**src/rtl/brscan_pkg.sv**
```systemverilog
package brscan_pkg;

  typedef enum logic [2:0] {
    ST_IDLE,
    ST_MOVE,
    ST_READ,
    ST_MATCH,
    ST_FAULT
  } scanState_t;

  // strobes from control to the depth datapath
  typedef struct packed {
    logic load;
    logic inc;
    logic dec;
  } depthCmd_t;

endpackage

```
**src/rtl/brscan_depth.sv**
```systemverilog
module brscan_depth
  import brscan_pkg::*;
#(
  parameter int DEPTH_W = 8,
  parameter int CODE_W = 8,
  parameter logic [CODE_W-1:0] OPEN_CODE = 8'h5B,
  parameter logic [CODE_W-1:0] CLOSE_CODE = 8'h5D
) (
  input  logic              clk,
  input  logic              rst_n,
  input  depthCmd_t         cmd,
  input  logic              dirIn,
  input  logic [CODE_W-1:0] codeByte,
  output logic              dirLatched,
  output logic              nestByte,
  output logic              unnestByte,
  output logic              depthAtOne,
  output logic              depthAtMax
);

  localparam logic [DEPTH_W-1:0] DEPTH_ONE = DEPTH_W'(1);
  localparam logic [DEPTH_W-1:0] DEPTH_MAX = {DEPTH_W{1'b1}};

  logic [DEPTH_W-1:0] depth;
  logic               dirQ;
  logic               isOpen;
  logic               isClose;

  always_ff @(posedge clk) begin
    if (!rst_n) begin
      depth <= '0;
      dirQ  <= 1'b0;
    end else if (cmd.load) begin
      depth <= DEPTH_ONE;
      dirQ  <= dirIn;
    end else if (cmd.inc) begin
      depth <= depth + DEPTH_ONE;
    end else if (cmd.dec) begin
      depth <= depth - DEPTH_ONE;
    end
  end

  assign isOpen  = (codeByte == OPEN_CODE);
  assign isClose = (codeByte == CLOSE_CODE);

  // direction swaps which bracket deepens the nesting
  always_comb begin
    if (dirQ) begin
      nestByte   = isClose;
      unnestByte = isOpen;
    end else begin
      nestByte   = isOpen;
      unnestByte = isClose;
    end
  end

  assign dirLatched = dirQ;
  assign depthAtOne = (depth == DEPTH_ONE);
  assign depthAtMax = (depth == DEPTH_MAX);

endmodule

```
**src/rtl/brscan_ctrl.sv**
```systemverilog
module brscan_ctrl
  import brscan_pkg::*;
(
  input  logic      clk,
  input  logic      rst_n,
  input  logic      start,
  input  logic      headAtEnd,
  input  logic      dirLatched,
  input  logic      nestByte,
  input  logic      unnestByte,
  input  logic      depthAtOne,
  input  logic      depthAtMax,
  output depthCmd_t cmd,
  output logic      stepFwd,
  output logic      stepBack,
  output logic      busy,
  output logic      done,
  output logic      fault
);

  scanState_t state, stateNext;

  always_ff @(posedge clk) begin
    if (!rst_n) state <= ST_IDLE;
    else        state <= stateNext;
  end

  always_comb begin
    stateNext = state;
    cmd       = '0;
    unique case (state)
      ST_IDLE: begin
        if (start) begin
          cmd.load  = 1'b1;
          stateNext = ST_MOVE;
        end
      end
      ST_MOVE: begin
        stateNext = headAtEnd ? ST_FAULT : ST_READ;
      end
      ST_READ: begin
        if (nestByte) begin
          if (depthAtMax) begin
            stateNext = ST_FAULT;
          end else begin
            cmd.inc   = 1'b1;
            stateNext = ST_MOVE;
          end
        end else if (unnestByte) begin
          cmd.dec   = 1'b1;
          stateNext = depthAtOne ? ST_MATCH : ST_MOVE;
        end else begin
          stateNext = ST_MOVE;
        end
      end
      ST_MATCH: stateNext = ST_IDLE;
      ST_FAULT: stateNext = ST_IDLE;
      default:  stateNext = ST_IDLE;
    endcase
  end

  logic moving;
  assign moving   = (state == ST_MOVE) && !headAtEnd;
  assign stepFwd  = moving && !dirLatched;
  assign stepBack = moving && dirLatched;
  assign busy     = (state == ST_MOVE) || (state == ST_READ);
  assign done     = (state == ST_MATCH);
  assign fault    = (state == ST_FAULT);

endmodule

```
**src/rtl/bracket_match_scan.sv**
```systemverilog
module bracket_match_scan
  import brscan_pkg::*;
#(
  parameter int DEPTH_W = 8,
  parameter int CODE_W = 8,
  parameter logic [CODE_W-1:0] OPEN_CODE = 8'h5B,
  parameter logic [CODE_W-1:0] CLOSE_CODE = 8'h5D
) (
  input  logic              clk,
  input  logic              rst_n,
  input  logic              start,
  input  logic              scanBack,
  input  logic [CODE_W-1:0] codeByte,
  input  logic              headAtEnd,
  output logic              stepFwd,
  output logic              stepBack,
  output logic              busy,
  output logic              done,
  output logic              fault
);

  depthCmd_t cmd;
  logic dirLatched, nestByte, unnestByte, depthAtOne, depthAtMax;

  brscan_ctrl u_ctrl (
    .clk        (clk),
    .rst_n      (rst_n),
    .start      (start),
    .headAtEnd  (headAtEnd),
    .dirLatched (dirLatched),
    .nestByte   (nestByte),
    .unnestByte (unnestByte),
    .depthAtOne (depthAtOne),
    .depthAtMax (depthAtMax),
    .cmd        (cmd),
    .stepFwd    (stepFwd),
    .stepBack   (stepBack),
    .busy       (busy),
    .done       (done),
    .fault      (fault)
  );

  brscan_depth #(
    .DEPTH_W    (DEPTH_W),
    .CODE_W     (CODE_W),
    .OPEN_CODE  (OPEN_CODE),
    .CLOSE_CODE (CLOSE_CODE)
  ) u_depth (
    .clk        (clk),
    .rst_n      (rst_n),
    .cmd        (cmd),
    .dirIn      (scanBack),
    .codeByte   (codeByte),
    .dirLatched (dirLatched),
    .nestByte   (nestByte),
    .unnestByte (unnestByte),
    .depthAtOne (depthAtOne),
    .depthAtMax (depthAtMax)
  );

endmodule

```
**config.mk**
```make
export PLATFORM = sky130hd
export DESIGN_NAME = bracket_match_scan
export DESIGN_NICKNAME = d
export VERILOG_FILES = /design/src/rtl/brscan_pkg.sv /design/src/rtl/brscan_depth.sv /design/src/rtl/brscan_ctrl.sv /design/src/rtl/bracket_match_scan.sv
export SDC_FILE = /design/constraint.sdc
export NUM_CORES = 1
export LEC_CHECK = 0
export BUFFER_PORTS_ARGS = -buffer_cell sky130_fd_sc_hd__buf_2
export CORE_MARGIN = 2
export CORE_UTILIZATION = 35
export CTS_CLUSTER_DIAMETER = 80
export DETAILED_ROUTE_END_ITERATION = 8
export PLACE_DENSITY = 0.6
export SYNTH_ARGS = -nofsm -noshare
export SYNTH_HDL_FRONTEND = slang
export SYNTH_SLANG_ARGS = --single-unit
```
**constraint.sdc**
```tcl
create_clock -name clk -period 2 [get_ports clk]
set_input_delay 0.4 -clock clk [delete_from_list [all_inputs] [get_ports clk]]
set_output_delay 0.4 -clock clk [all_outputs]
set_load 0.005 [all_outputs]
```
### Word-level counts from Yosys, hierarchy flattened

Cells that the tools add are included.

* equal/unequal tests: 9
* bitwise logic cells: 1
* $add $sub $neg: 2
* muxes and demuxes: 19
* reductions and logical operators: 10
* shift-type cells: 0
* $lt $le $gt $ge: 0
* divide/modulo/power cells: 0
* multipliers: 0

Operator list (count)
* $eq 8x7->1 const B: 2
* $mux 8: 2
* $mux 3: 5
* $mux 1: 9
* $pmux 3 s3: 1
* $add 8x1->8 const B: 1
* $eq 8x1->1 const B: 1
* $eq 8x8->1 const B: 1
* $sub 8x1->8 const B: 1
* $eq 3x2->1 const B: 2
* $mux 2: 2
* $eq 3x1->1 const B: 1
* $eq 3x3->1 const B: 1
* $logic_and 1x1->1: 3
* $logic_not 3->1: 1
* $reduce_bool 3->1: 1
* $logic_not 1->1: 2
* $ne 2x2->1 const B: 1
* $reduce_bool 2->1: 1
* $reduce_or 2->1: 1
* $logic_or 1x1->1: 1
* $not 1->1: 1

* memories kept: 0
* logic and storage cells: 45
* memory bits (writable): 0
* register bits after elaboration: 12
* ROM bits: 0
* output and inout bits: 5
* latch bits: 0

### Depth between registers and ports, before layout

Gate-level depths: netlist (run 1).

* depth in word-level cells: 8
* gate-level depth with buffers: 6
* mapped depth without buffers: 6

### Hierarchy

From an unflattened synthesis (run 1), not the netlist that was laid out.

* cell total of the unflattened synthesis: 97
* area total of the unflattened synthesis: 840.8 µm²

By module, submodules not included
* brscan_depth: sequential area each 180.2 µm², area an instance 606.8 µm², instances 1, cells an instance 70
* brscan_ctrl: sequential area each 60.1 µm², area an instance 234.0 µm², instances 1, cells an instance 27

### Worst setup path after synthesis (run 1)

Ideal clock, no wire load.

* kind: input to register
* start point: input port codeByte[7]
* end point: register u_depth.depth[1]
* slack: 439 ps
* stages: 5
* arrival: 1437 ps
* cell sequence: and4bb_2 > o211ai_4 > nor4_4 > mux2i_1 > a31oi_1

* word-level cells in the longest chain between the ends: 6
* elaborated cells between the ends (all ways): 10
* classes of those cells: eq/ne (2); mux (7); reduce/logical (1)

Ends and longest elaborated chain
* start, declared: line bracket_match_scan.sv:13 `input logic [CODE_W-1:0] codeByte,`
* $eq 8x7->1 (on tied branches): line brscan_depth.sv:44, brscan_depth.sv:43
* $mux 1: line brscan_depth.sv:48 `if (dirQ) begin`
* $mux 1: line brscan_ctrl.sv:49 `end else if (unnestByte) begin`
* $mux 1: line brscan_ctrl.sv:42 `if (nestByte) begin`
* $mux 2 (*): line brscan_ctrl.sv:31 `unique case (state)`
* $reduce_bool 2->1 (no source line)
* end signal, assigned: line brscan_depth.sv:37 `depth <= depth + DEPTH_ONE;`
* end signal, assigned: line brscan_depth.sv:39 `depth <= depth - DEPTH_ONE;`
* end, declared: line brscan_depth.sv:24 `logic [DEPTH_W-1:0] depth;`

Mark *: on every way between the ends. The rest lies on a longest branch, timed or not.
A chain may end at the register's enable or synchronous reset.

### Worst setup path in the final report (run 1)

* start point: register u_ctrl.state[0]
* end point: output port stepBack

* word-level cells in the longest chain between the ends: 3

Ends and longest elaborated chain
* start, declared: line brscan_ctrl.sv:21 `scanState_t state, stateNext;`
* start signal, assigned: line brscan_ctrl.sv:25 `else state <= stateNext;`
* $eq 3x1->1: line brscan_ctrl.sv:63 `assign moving = (state == ST_MOVE) && !headAtEnd;`
* $logic_and 1x1->1: line brscan_ctrl.sv:63
* $logic_and 1x1->1: line brscan_ctrl.sv:65 `assign stepBack = moving && dirLatched;`
* end, declared: line bracket_match_scan.sv:16 `output logic stepBack,`

No other way between the ends.

==> results.toml, run 1 <==
[final_layout]
fillers = 299
drive_gt1_share_pct = 28.68
final_net_count = 147
finalInstanceArea_um2 = 1066
multi_input_area_um2 = 645.6
diodes = 0
fin_util_pct = 39.68
syn_to_final_growth_pct = 10.36
seq_area_um2 = 240.2

[sta]
fin_crit_ns = 1.859
worst_slack_ns = 0.1408
finalSetupViolCount = 0
rsz0062_at_grt = "false"
fin_skew_ns = 0.001293
hold_viol = 0
drv_slew = 0
max-slew-margin-rel_pct = 73.28
period_share_pct = 92.96
worstMarginPinSlew_ns = 0.3971
fmax_mhz = 537.9
final.setup.tns_ns = 0

[run_status]
outcome = "complete, no violations"

[critical_path]
start_kind = "flop"
path_class = "reg2out"
ff2ff_setup_slack_ns = 0.30
crit_path_top_delay_cell = "dfxtp_1"
max_stage_delay_ns = 0.53
end_kind = "primary output"
cp_max_fo = 8
cp.required_ns = 1.60
r2r_cells = 5
crit_chain = "nand2b_1 -> nor3_1 -> and2_2 -> buf_2"
arrival_ns = 1.46

[pwr]
vdd_drop_max_mv = 0.2280
seq_power_share_pct = 51.4
pwr-share-clk_pct = 29.8
power.share.switching_pct = 29.35
leakage_nw = 0.3972
powerDensity_nw_per_um2 = 476.3
report.power.total_w = 0.0005077
p_sw_w = 0.0001490
internal_power_w = 0.0003587
combPwrFrac_pct = 18.9

[synthesis]
yosys.cell_types.count = 46
synth_edf_count = 0
synth_area_per_cell_um2 = 8.624
ys_seq_area_share_pct = 24.87
yosys-top-cells-area = "dfxtp_1 25%, xnor2_1 4.5%, nor2_1 4.3%, ha_1 3.9%, o32ai_1 3.6%"
synth_top_area_cell = "dfxtp_1"
yosys_register_bits = 12
synth_top_area_share_pct = 24.87
synth_area_um2 = 965.9
async_reset_ff_share_pct = 0
synthTopCellsByCount = "12 x dfxtp_1, 11 x nor2_1, 9 x nand2_1"
yosysMostFrequentCell = "dfxtp_1"
yosys_warnings = 0
syn-num-nets = 128
synthFlopType = "dfxtp_1"
synthCells = 112

[cts]
cts_sinks = 12
postCtsResizedCells = 0
clk_pin_slew_worst_paths_ns = 0.07
clock_latency_ns = 0.27
postCtsSetupRepairBufs = 0
root_buffer = "clkbuf_4"
htree_levels = 1
ctsHoldBuffers = 0
cts_tree = "done"
clock_tree.buffer_depth = 2
cts_buffers = 3

[drt]
vias_per_cell = 5.450
wl_um = 2077
drt_iter0_drc = 10
wire_per_inst_um = 12.98
vias = 872
first_pass_iters = 4
ant_nets = 0
drc = 0

[grt]
track_usage_pct = 14.48
grt-ovfl-total = 0
first_global_vias = 850
grt_pass1_wl_um = 3705
grt_start_max_net_pins = 10
antenna_found_initial = 0

[placed_design]
place_area_um2 = 1044
place_ws_ns = 0.2069
gp_congestion = 0.8166
numPortBuffers = 17
hpwl_um = 1614

[min_path]
min_path_cells = 3
hold_class = "in2reg"

[floorplan]
fp.dieH_um = 56.54
dieArea_um2 = 3196
start_util_pct = 35.96
ios = 18
core-area_um2 = 2686
die_w_um = 56.54
num_rows = 19

[run]
maxCapViolCount = 0
## registers in the layout, indices dropped and copies added, names as in the netlist
name,flops
u_depth.depth,8
u_ctrl.state,3
u_depth.dirLatched,1
## per-stage QoR
stage,instances,hold slack (ns)
2_1_floorplan,112,0.5063
3_3_place_gp,157,0.5422
3_5_place_dp,157,0.5460
4_1_cts,160,0.3675
5_1_grt,160,0.3996
6_report,160,0.3627
## cell type report
cell class                 count  area share (%)
inverter                       7           2.465
multi-input combinational     89           60.56
sequential                    12           22.54
tap                           31           3.639
clock buffer                   3           2.113
timing repair buffer          18           8.685
## cells by family after synthesis
family	Yosys count	share of synthesized area, %
AO/OA/AOI/OAI	19	16.06
XOR/XNOR	5	4.533
adder cells (fa/ha/maj)	3	3.886
buffers and inverters	11	8.289
flip-flops	12	24.87
multiplexers	3	3.109
AND/OR/NAND/NOR	59	39.25
## critical path, delay by kind of cell (launching register included)
| family | cells | cell delay [ns] |
|---|---|---|
| buffers and inverters | 1 | 0.10 |
| DFF | 1 | 0.53 |
| and+or+nand+nor | 3 | 0.56 |
## power by group through the flow
stage	clock (W)	combinational, W	sequential [W]
6_report	0.000151	0.0000957	0.000261
5_1_grt	0.000163	0.000109	0.000263
4_1_cts	0.000156	0.0000967	0.000261
3_5_place_dp	0	0.0000962	0.000266
3_3_place_gp	0	0.0000943	0.000266
2_1_floorplan	0	0.0000707	0.000257
## per-layer routing
layer	GRT usage (%)	wire length (µm)	vias up
met1	17.82	934	401
met5	0	0	-
li1	-	-	448
met3	2.304	70	2
met2	23.59	1062	21
met4	8.503	8	0
## worst paths after layout
| check | startpoint | endpoint |
|---|---|---|
| worst max-delay path | u_ctrl.state[0]$_SDFFE_PN0P_ | stepBack |
| worst min-delay path | scanBack | u_depth.dirLatched$_SDFFE_PN0P_ |
| worst max register to register | u_depth.dirLatched$_SDFFE_PN0P_ | u_depth.depth[6]$_SDFFE_PP0P_ |
| worst min register to register | u_depth.depth[7]$_SDFFE_PP0P_ | u_depth.depth[7]$_SDFFE_PP0P_ |
## layout by cell type (no fill, tap or decap), types with 2 or more instances in the layout
master	synthesis	final
nor2_1	11	11
xnor2_1	5	5
nor3b_1	3	3
nand3_1	4	4
clkbuf_4	0	3
o32ai_1	4	4
dfxtp_1	12	12
a31oi_1	2	2
or3_1	2	2
buf_2	1	17
nand4_1	3	3
a21oi_1	3	3
and3_2	2	2
nor3_1	5	5
nand2_1	9	9
ha_1	3	3
inv_1	7	7
mux2i_1	3	3
nor4_1	5	5
Note: power is estimated with default switching activity, not from simulation.
==> run 2, diff against run 1 <==
SETUP_SLACK_MARGIN = 0.15   (was unset)
==> results.toml, run 2 (synthesized netlist as in run 1, its figures left out) <==
[sta]
fmax_mhz = 562.8
drv_slew = 0
finalSetupViolCount = 0
fin_crit_ns = 1.777
max-slew-margin-rel_pct = 73.31
worstMarginPinSlew_ns = 0.3968
hold_viol = 0
fin_hold_ws_ns = 0.3638
rsz0062_at_grt = "false"
period_share_pct = 88.84
fin_skew_ns = 0.0007453
final.setup.tns_ns = 0

[pwr]
powerDensity_nw_per_um2 = 472.3
vdd_drop_max_mv = 0.2287
internal_power_w = 0.0003597
seq_power_share_pct = 51.6
pwr-share-clk_pct = 29.3
power.share.switching_pct = 29.07
p_sw_w = 0.0001474
leakage_nw = 0.4002
combPwrFrac_pct = 19.1

[cts]
cts_sinks = 12
clock_latency_ns = 0.27
htree_levels = 1
root_buffer = "clkbuf_4"
cts_buffers = 3
ctsHoldBuffers = 0
clk_pin_slew_worst_paths_ns = 0.07
clock_tree.buffer_depth = 2
cts_tree = "done"

[critical_path]
ff2ff_setup_slack_ns = 0.29
end_kind = "primary output"
arrival_ns = 1.38
crit_path_top_delay_cell = "dfxtp_1"
cp_top_family = "flip-flops"
cp_max_fo = 7
cp.required_ns = 1.60
start_kind = "flop"
reg2reg_to = "u_depth.depth[2]$_SDFFE_PP0P_"
max_stage_delay_ns = 0.52
path_class = "reg2out"
r2r-start = "u_depth.depth[0]$_SDFFE_PN0P_"
cp.buffers_inverters = 1
crit_chain = "nand2b_1 -> nor3_2 -> and2_2 -> buf_2"
r2r_cells = 6

[drt]
wire_per_inst_um = 13.24
vias = 891
first_pass_iters = 4
vias_per_cell = 5.569
drc = 0
drt_iter0_drc = 12
ant_nets = 0
wl_um = 2119

[final_layout]
final_net_count = 147
drive_gt1_share_pct = 31.01
diodes = 0
syn_to_final_growth_pct = 11.14
top_register = "u_depth.depth"
fin_util_pct = 39.96
final_cell_mix = "17 x buf_2, 11 x nor2_1, 10 x dfxtp_1"
largest_register_ff_count = 8
final_common_cell = "buf_2"
fillers = 299

[min_path]
min_from = "scanBack"
hold-path-endpoint = "u_depth.dirLatched$_SDFFE_PN0P_"
min_path_cells = 3
hold_class = "in2reg"

[placed_design]
hpwl_um = 1614
gp_congestion = 0.8166
numPortBuffers = 17

[floorplan]
core-area_um2 = 2686
fp.dieH_um = 56.54
ios = 18
die_w_um = 56.54
start_util_pct = 35.96
num_rows = 19
dieArea_um2 = 3196

[run_status]
outcome = "complete, no violations"

[grt]
antenna_found_initial = 0
track_usage_pct = 14.48
first_global_vias = 850
grt_pass1_wl_um = 3705
grt_start_max_net_pins = 10
grt-ovfl-total = 0

[run]
maxCapViolCount = 0
==> run 2: how the worst max path moves through the flow <==
stage	start	endpoint	slack [ns]	cells past startpoint
floorplan	codeByte[7]	u_depth.depth[1]$_SDFFE_PP0P_	0.44	5
global placement	codeByte[7]	u_depth.depth[0]$_SDFFE_PN0P_	0.22	6
detailed placement	codeByte[2]	u_depth.depth[6]$_SDFFE_PP0P_	0.21	6
CTS	u_ctrl.state[2]$_SDFFE_PN0P_	stepBack	0.18	4
global route	u_depth.depth[0]$_SDFFE_PN0P_	u_depth.depth[5]$_SDFFE_PP0P_	0.15	6
finish	u_ctrl.state[2]$_SDFFE_PN0P_	stepBack	0.22	4
==> run 2: metrics by stage <==
step | total power (W) | area [µm²] | cells | setup WS (ns)
after floorplan | 0.0003282 | 965.9 | 112 | 0.4388
after global placement | 0.0003604 | 1044 | 157 | 0.2213
after detailed placement | 0.0003627 | 1044 | 157 | 0.2069
after CTS | 0.0005137 | 1067 | 160 | 0.1840
after global routing | 0.0005373 | 1074 | 160 | 0.1511
final | 0.0005071 | 1074 | 160 | 0.2231
==> run 2: repair_timing <==
item,CTS,global route
setup endpoints to repair,1,2
buffers inserted,0,0
pin swaps,0,0
gates resized for setup,1,2
==> run 2: layout make-up <==
cell class	instances	area, µm²	share of cell area (%)
clock buffer	3	22.52	2.098
inverter	7	26.28	2.448
sequential	12	242.7	22.61
timing repair buffer	18	92.59	8.625
multi-input combinational	89	650.6	60.61
tap	31	38.79	3.613
==> run 2: layer usage <==
layer | track usage (%) | routed length [µm]
met5 | 0 | 0
met4 | 8.503 | 8
met3 | 2.304 | 83
met2 | 23.59 | 1084
met1 | 17.82 | 942
==> run 2: worst register-to-register path, cell delays in order, from the launching register on <==
cell     delay [ns]
dfxtp_1        0.46
ha_1           0.28
nand4_1        0.22
nor2b_4        0.28
o32ai_1        0.14
xnor2_1        0.17
nor2_1         0.05
==> run 2: power by group through the flow <==
stage                     registers, W  clock network [W]  logic [W]
after floorplan               0.000257                  0  0.0000707
after detailed placement      0.000266                  0  0.0000962
after global routing          0.000264           0.000163   0.000110
after CTS                     0.000261           0.000156  0.0000968
after global placement        0.000266                  0  0.0000943
final                         0.000262           0.000148  0.0000969
